`src/rtl/gseq_pkg.sv`:
```
package gseq_pkg;
  typedef enum logic [1:0] {
    MODE_OFF   = 2'd0,
    MODE_SHUT  = 2'd1,
    MODE_FAULT = 2'd2,
    MODE_RUN   = 2'd3
  } mode_e;

  localparam logic [1:0] PWM_LO = 2'b00;
  localparam logic [1:0] PWM_HI = 2'b01;

  function automatic int ns_to_cyc(input int ns, input int period_ns);
    int c;
    c = (ns + period_ns - 1) / period_ns;
    if (c < 1) c = 1;
    return c;
  endfunction
endpackage

```
`src/rtl/gseq_supply.sv`:
```
module gseq_supply (
  input  logic clk,
  input  logic rst_n,
  input  logic rise_ok,
  input  logic fall_low,
  output logic sup_ok
);
  always_ff @(posedge clk or negedge rst_n) begin
    if (!rst_n)
      sup_ok <= 1'b0;
    else if (!sup_ok && rise_ok)
      sup_ok <= 1'b1;
    else if (sup_ok && fall_low)
      sup_ok <= 1'b0;
  end

  AST_SUPPLY_HOLD: assert property (@(posedge clk) disable iff (!rst_n)
    (sup_ok && !fall_low) |=> sup_ok);
  AST_SUPPLY_WAIT: assert property (@(posedge clk) disable iff (!rst_n)
    (!sup_ok && !rise_ok) |=> !sup_ok);
endmodule

```
`src/rtl/gseq_window.sv`:
```
module gseq_window #(
  parameter int HOLDOFF_CYC = 8
) (
  input  logic       clk,
  input  logic       rst_n,
  input  logic [1:0] pwm_code,
  output logic       shut
);
  localparam int CW = (HOLDOFF_CYC > 1) ? $clog2(HOLDOFF_CYC) : 1;
  localparam logic [CW-1:0] LAST = CW'(HOLDOFF_CYC - 1);

  logic          mid;
  logic [CW-1:0] cnt_q;

  assign mid = pwm_code[1];

  always_ff @(posedge clk or negedge rst_n) begin
    if (!rst_n) begin
      cnt_q <= '0;
      shut  <= 1'b0;
    end else begin
      shut  <= mid && (shut || cnt_q == LAST);
      if (!mid)
        cnt_q <= '0;
      else if (cnt_q != LAST)
        cnt_q <= cnt_q + 1'b1;
    end
  end

  AST_SHUT_CLEAR: assert property (@(posedge clk) disable iff (!rst_n)
    !mid |=> !shut);
endmodule

```
`src/rtl/gseq_core.sv`:
```
module gseq_core #(
  parameter int REFRESH_CYC = 13,
  parameter int FAULT_CYC   = 100
) (
  input  logic       clk,
  input  logic       rst_n,
  input  logic       en,
  input  logic [1:0] pwm_code,
  input  logic       lg_below,
  input  logic       ph_below,
  output logic       hs_q,
  output logic       ls_q,
  output logic       fault_q
);
  import gseq_pkg::*;

  localparam int MAXC = (REFRESH_CYC > FAULT_CYC) ? REFRESH_CYC : FAULT_CYC;
  localparam int CW   = $clog2(MAXC + 1);
  localparam logic [CW-1:0] REF_LAST   = CW'(REFRESH_CYC - 1);
  localparam logic [CW-1:0] FAULT_LAST = CW'(FAULT_CYC - 1);

  typedef enum logic [2:0] {
    S_IDLE, S_LSOFF, S_HSON, S_HSOFF, S_LSON, S_FAULT
  } st_e;

  st_e           st_q, st_d;
  logic [CW-1:0] cnt_q, cnt_d;
  logic          prev_hi;
  logic          hi, lo, rise;

  assign hi   = (pwm_code == PWM_HI);
  assign lo   = (pwm_code == PWM_LO);
  assign rise = hi && !prev_hi;

  always_comb begin
    st_d  = st_q;
    cnt_d = '0;
    case (st_q)
      S_IDLE:  if (hi) st_d = S_LSOFF;
               else if (lo) st_d = S_HSOFF;
      S_LSOFF: if (lo) st_d = S_HSOFF;
               else if (hi && lg_below) st_d = S_HSON;
      S_HSON:  if (lo) st_d = S_HSOFF;
      S_HSOFF: begin
        if (hi) st_d = S_LSOFF;
        else if (ph_below || cnt_q == REF_LAST) st_d = S_LSON;
        else cnt_d = cnt_q + 1'b1;
      end
      S_LSON: begin
        if (hi) st_d = S_LSOFF;
        else if (!ph_below) begin
          if (cnt_q == FAULT_LAST) st_d = S_FAULT;
          else cnt_d = cnt_q + 1'b1;
        end
      end
      S_FAULT: if (rise) st_d = S_LSOFF;
      default: st_d = S_IDLE;
    endcase
    if (!en) begin
      st_d  = S_IDLE;
      cnt_d = '0;
    end
  end

  always_ff @(posedge clk or negedge rst_n) begin
    if (!rst_n) begin
      st_q    <= S_IDLE;
      cnt_q   <= '0;
      prev_hi <= 1'b0;
    end else begin
      st_q    <= st_d;
      cnt_q   <= cnt_d;
      prev_hi <= hi;
    end
  end

  assign hs_q    = (st_q == S_HSON);
  assign ls_q    = (st_q == S_LSON);
  assign fault_q = (st_q == S_FAULT);

  AST_FAULT_LATCH: assert property (@(posedge clk) disable iff (!rst_n)
    (fault_q && en && !rise) |=> fault_q);
  AST_NO_LSOFF_TIMEOUT: assert property (@(posedge clk) disable iff (!rst_n)
    (st_q == S_LSOFF && en && hi && !lg_below) |=> (st_q == S_LSOFF));
endmodule

```
`src/rtl/gate_seq_top.sv`:
```
module gate_seq_top #(
  parameter int CLK_NS     = 20,
  parameter int REFRESH_NS = 250,
  parameter int FAULT_NS   = 2000,
  parameter int HOLDOFF_NS = 160
) (
  input  logic       clk,
  input  logic       rst_n,
  input  logic [1:0] pwm_code,
  input  logic       lg_below,
  input  logic       ph_below,
  input  logic       vcc_rise_ok,
  input  logic       vcc_fall_low,
  output logic       hs_en,
  output logic       ls_en,
  output logic [1:0] mode
);
  import gseq_pkg::*;

  localparam int REFRESH_CYC = ns_to_cyc(REFRESH_NS, CLK_NS);
  localparam int FAULT_CYC   = ns_to_cyc(FAULT_NS, CLK_NS);
  localparam int HOLDOFF_CYC = ns_to_cyc(HOLDOFF_NS, CLK_NS);

  logic sup_ok, shut, en;
  logic hs_q, ls_q, fault_q;
  mode_e mode_w;

  gseq_supply u_supply (
    .clk(clk), .rst_n(rst_n), .rise_ok(vcc_rise_ok),
    .fall_low(vcc_fall_low), .sup_ok(sup_ok)
  );

  gseq_window #(.HOLDOFF_CYC(HOLDOFF_CYC)) u_window (
    .clk(clk), .rst_n(rst_n), .pwm_code(pwm_code), .shut(shut)
  );

  assign en = sup_ok && !shut;

  gseq_core #(.REFRESH_CYC(REFRESH_CYC), .FAULT_CYC(FAULT_CYC)) u_core (
    .clk(clk), .rst_n(rst_n), .en(en), .pwm_code(pwm_code),
    .lg_below(lg_below), .ph_below(ph_below),
    .hs_q(hs_q), .ls_q(ls_q), .fault_q(fault_q)
  );

  assign hs_en = hs_q && en;
  assign ls_en = ls_q && en;

  always_comb begin
    if (!sup_ok)      mode_w = MODE_OFF;
    else if (shut)    mode_w = MODE_SHUT;
    else if (fault_q) mode_w = MODE_FAULT;
    else              mode_w = MODE_RUN;
  end
  assign mode = mode_w;

  AST_NO_OVERLAP: assert property (@(posedge clk) disable iff (!rst_n)
    !(hs_en && ls_en));
  AST_HS_AFTER_LG: assert property (@(posedge clk) disable iff (!rst_n)
    $rose(hs_en) |-> ($past(lg_below) && !$past(ls_en)));
  AST_LS_AFTER_HS: assert property (@(posedge clk) disable iff (!rst_n)
    $rose(ls_en) |-> !$past(hs_en));
  AST_FAULT_GATES_OFF: assert property (@(posedge clk) disable iff (!rst_n)
    (mode == 2'd2) |-> (!hs_en && !ls_en));
endmodule

```
`config.mk`:
```
export PLATFORM = sky130hd
export DESIGN_NAME = gate_seq_top
export DESIGN_NICKNAME = d
export VERILOG_FILES = /design/src/rtl/gseq_pkg.sv /design/src/rtl/gseq_supply.sv /design/src/rtl/gseq_window.sv /design/src/rtl/gseq_core.sv /design/src/rtl/gate_seq_top.sv
export SDC_FILE = /design/constraint.sdc
export NUM_CORES = 1
export LEC_CHECK = 0
export ABC_AREA = 1
export CAP_MARGIN = 20
export CORE_UTILIZATION = 58
export DETAILED_ROUTE_END_ITERATION = 8
export PLACE_DENSITY = 0.82
export SETUP_SLACK_MARGIN = 0.4
export SYNTH_ARGS = -nofsm -noshare
export SYNTH_HDL_FRONTEND = slang
export SYNTH_SLANG_ARGS = --single-unit
```
`constraint.sdc`:
```
create_clock -name clk -period 3.81 [get_ports clk]
set_input_delay 0.381 -clock clk [delete_from_list [all_inputs] [get_ports clk]]
set_output_delay 0.381 -clock clk [all_outputs]
set_load 0.02 [all_outputs]
```
==> metrics.txt <==
total chip power 0.4225 mW; share of synthesized area occupied by flip-flops and latches 39.31%; DR vias 824; Yosys reg bits 16; final-report setup violation count 0; Max IR drop VDD ~0.00023 V; die area 1928 sq um; TritonCTS clock tree done; Fillers 124; worst hold path endpoint u_window.cnt_q[0]$_DFFE_PN0P_; cells along the critical path nor2_4, nand2_1, nor3_1, clkdlybuf4s50_1; Die Y-Extent about 44 um; weighted congestion reported at the end of routability-driven placement 0.8472; ratio of cells with drive above 1 in the final layout between 10% and 20%; number of pins with negative max-slew slack in the final report 0; power per standard cell area approximately 370 nW/um^2; delay of the slowest cell on the worst path 0.63 ns; failing checks DRC; deepest level of the CTS H-tree 1; Setup Total Neg Slack 0 ns; DRT Wirelength 1951 um; distinct cell type count after synthesis 23; first-iteration detailed-routing DRC count 29; Sink Count 16; Post-CTS Hold Fix Bufs 0; net count of the mapped netlist 137; Core Box Area 1577 sq um; max-cap viol count 0; leftover overflow at the end of global routing 0; number of antenna-violating nets in the routed design 0; arrival time reported for the critical path endpoint 1.79 ns; run status finished, violations left; number of cells on the worst reg-to-reg path 7; minimum setup slack among reg-to-reg paths ~2.3 ns; family of cells with the greatest summed delay on the critical path buffers and inverters; Synth-to-Final Area Change 12.78%; buffers inserted during post-CTS setup optimization 0; half-perimeter wire length of the detailed placement result 1538 um; Starting Density 64.60%; clock-pin slew reported for the worst setup and hold paths after clock tree synthesis 0.08 ns; Synth Area per Inst 8.148 sq um; min Tclk post-route 2.175 ns; number of iterations in the first detailed-routing pass 6; most frequent cells in the layout nand2_1 (25), dfrtp_1 (16), nor2_1 (14); wire length of the first global-routing pass 3291 um; maximum clock insertion buffer count 2; Clk Latency, worst-skew pair about 0.28 ns; final period utilization a little under three fifths; tightest slew margin relative to the limit a little over half; data required time at the worst endpoint roughly 3.4 ns; cell with the biggest individual delay on the critical path clkdlybuf4s50_1; final count of hold timing violations 0; Resized cells post-CTS 0; type of the setup path with the least slack reg2out; number of clock buffers inserted by TritonCTS 3; leak pwr 0.5535 nW; sum of buffers and inverters on the critical path 1; element type at the critical path start register; Min-Delay Path Class reg2reg; worst-case clock skew just under 0.008 ns; antenna violations before repair 0; CP Capture Type output pin; HP Start u_window.cnt_q[0]$_DFFE_PN0P_; vias in the first global route 734; count of pins on the block boundary 12; root buffer cell clkbuf_4; peak fanout along the critical path 7; transition time at the pin with the least slew margin 0.7091 ns; worst flop-to-flop path endpoint u_core.st_q[2]$_DFFE_PN0P_; die extent in x 43.91 um; Post-Synthesis Cell Area 1018 sq um; Buffers on Ports 11; pin count of the biggest net entering global routing 17; number of nets in the layout 151; WHS Path Cells 1; Inserted Diodes 0; overall fraction of global-route tracks in use 24.37%; DRC violations left 2; setup repair after global routing missed its margin no; post-detailed-route via-to-cell ratio 5.386; number of warning messages in the yosys log 0; most common cell after layout, fill and taps aside nand2_1; count of mapped cells out of synthesis 125; fmax 459.7 MHz; Routed wire per std cell 12.75 um; start of the worst register-to-register path u_core.cnt_q[0]$_DFF_PN0_; total number of placement rows 14
[metrics by stage]
stage | setup slack, ns | instances | cell area, sq um | util (%) | hold slack, ns
3_5_place_dp | 1.805 | 150 | 1126 | 71.43 | 0.4863
6_report | 1.635 | 153 | 1149 | 72.86 | 0.4989
2_1_floorplan | 2.196 | 125 | 1018 | - | 0.08541
5_1_grt | 1.537 | 153 | 1149 | 72.86 | 0.5109
3_3_place_gp | 1.896 | 150 | 1126 | 71.43 | 0.4655
4_1_cts | 1.604 | 153 | 1149 | 72.86 | 0.5003
[power breakdown]
group | switching, mW | internal, mW | leakage, nW
registers | 0.0236 | 0.185 | 0.216
clock network | 0.0476 | 0.0367 | 0.0138
logic | 0.0768 | 0.0526 | 0.324
[metal layers]
metal | track usage [%] | vias up | part of all wire (%)
met2 | 39.70 | 10 | 47
li1 | - | 429 | -
met5 | 0 | - | 0
met1 | 30.48 | 379 | 48
met4 | 10.91 | 0 | 2.6
met3 | 6.250 | 6 | 3.2
[Yosys cell counts]
library cell	instances	area, sq um
inv_1	13	48.80
nand2_2	1	6.260
nor2_4	2	22.52
a21oi_1	5	25.02
a21boi_2	1	11.26
ha_1	4	50.05
o21ai_2	1	8.760
nand3b_1	3	22.52
inv_2	5	18.77
nand3_2	2	20.02
nor2_2	2	12.51
nand4_1	3	18.77
a21oi_2	5	43.79
nand4_4	1	21.27
nor2_1	14	52.55
o21ai_0	4	20.02
xnor2_1	1	8.760
buf_6	2	22.52
nand2_1	25	93.84
dfrtp_1	16	400.4
xor2_1	4	35.03
nand3_1	10	50.05
nor3_1	1	5.000
[worst max path at each step]
stage | start | to | cells after the start
detailed placement | pwm_code[1] | u_core.st_q[2]$_DFFE_PN0P_ | 6
global route | u_supply.sup_ok$_DFFE_PN0P_ | hs_en | 5
CTS | u_window.shut$_DFF_PN0_ | hs_en | 4
global placement | pwm_code[1] | u_core.st_q[1]$_DFFE_PN0P_ | 6
finish | u_window.shut$_DFF_PN0_ | hs_en | 4
floorplan | u_window.shut$_DFF_PN0_ | hs_en | 3
[registers in the layout, summed over array words and instances, names as in the netlist]
name / cells
u_supply.sup_ok: 1
u_core.st_q: 3
u_window.cnt_q: 3
u_core.prev_hi: 1
u_core.cnt_q: 7
u_window.shut: 1
[final cells by class]
| type | instances | area [sq um] | share of cell area (%) |
|---|---|---|---|
| Inverter | 18 | 67.56 | 5.882 |
| Timing Repair Buffer | 11 | 110.1 | 9.586 |
| Clock buffer | 3 | 22.52 | 1.961 |
| Sequential cell | 16 | 400.4 | 34.86 |
| Multi-Input combinational cell | 89 | 528.0 | 45.97 |
| Tap cell | 16 | 20.02 | 1.743 |
[worst register-to-register path: stages, from the launching register on]
cell	delay (ns)
dfrtp_1	0.42
ha_1	0.25
nand2_1	0.06
nand3b_1	0.23
o21ai_2	0.21
nand3_1	0.09
nand2_1	0.07
nand2_1	0.05
[kinds of logic after synthesis]
group,after synthesis,share of synthesized area [%]
and+or+nand+nor,64,31.94
buffers and inverters,20,8.846
AOI/OAI and AO/OA,16,10.69
DFF,16,39.31
xor gates and xnor gates,5,4.300
adders and majority gates,4,4.914
No activity file was read; power rests on OpenSTA's default activity.
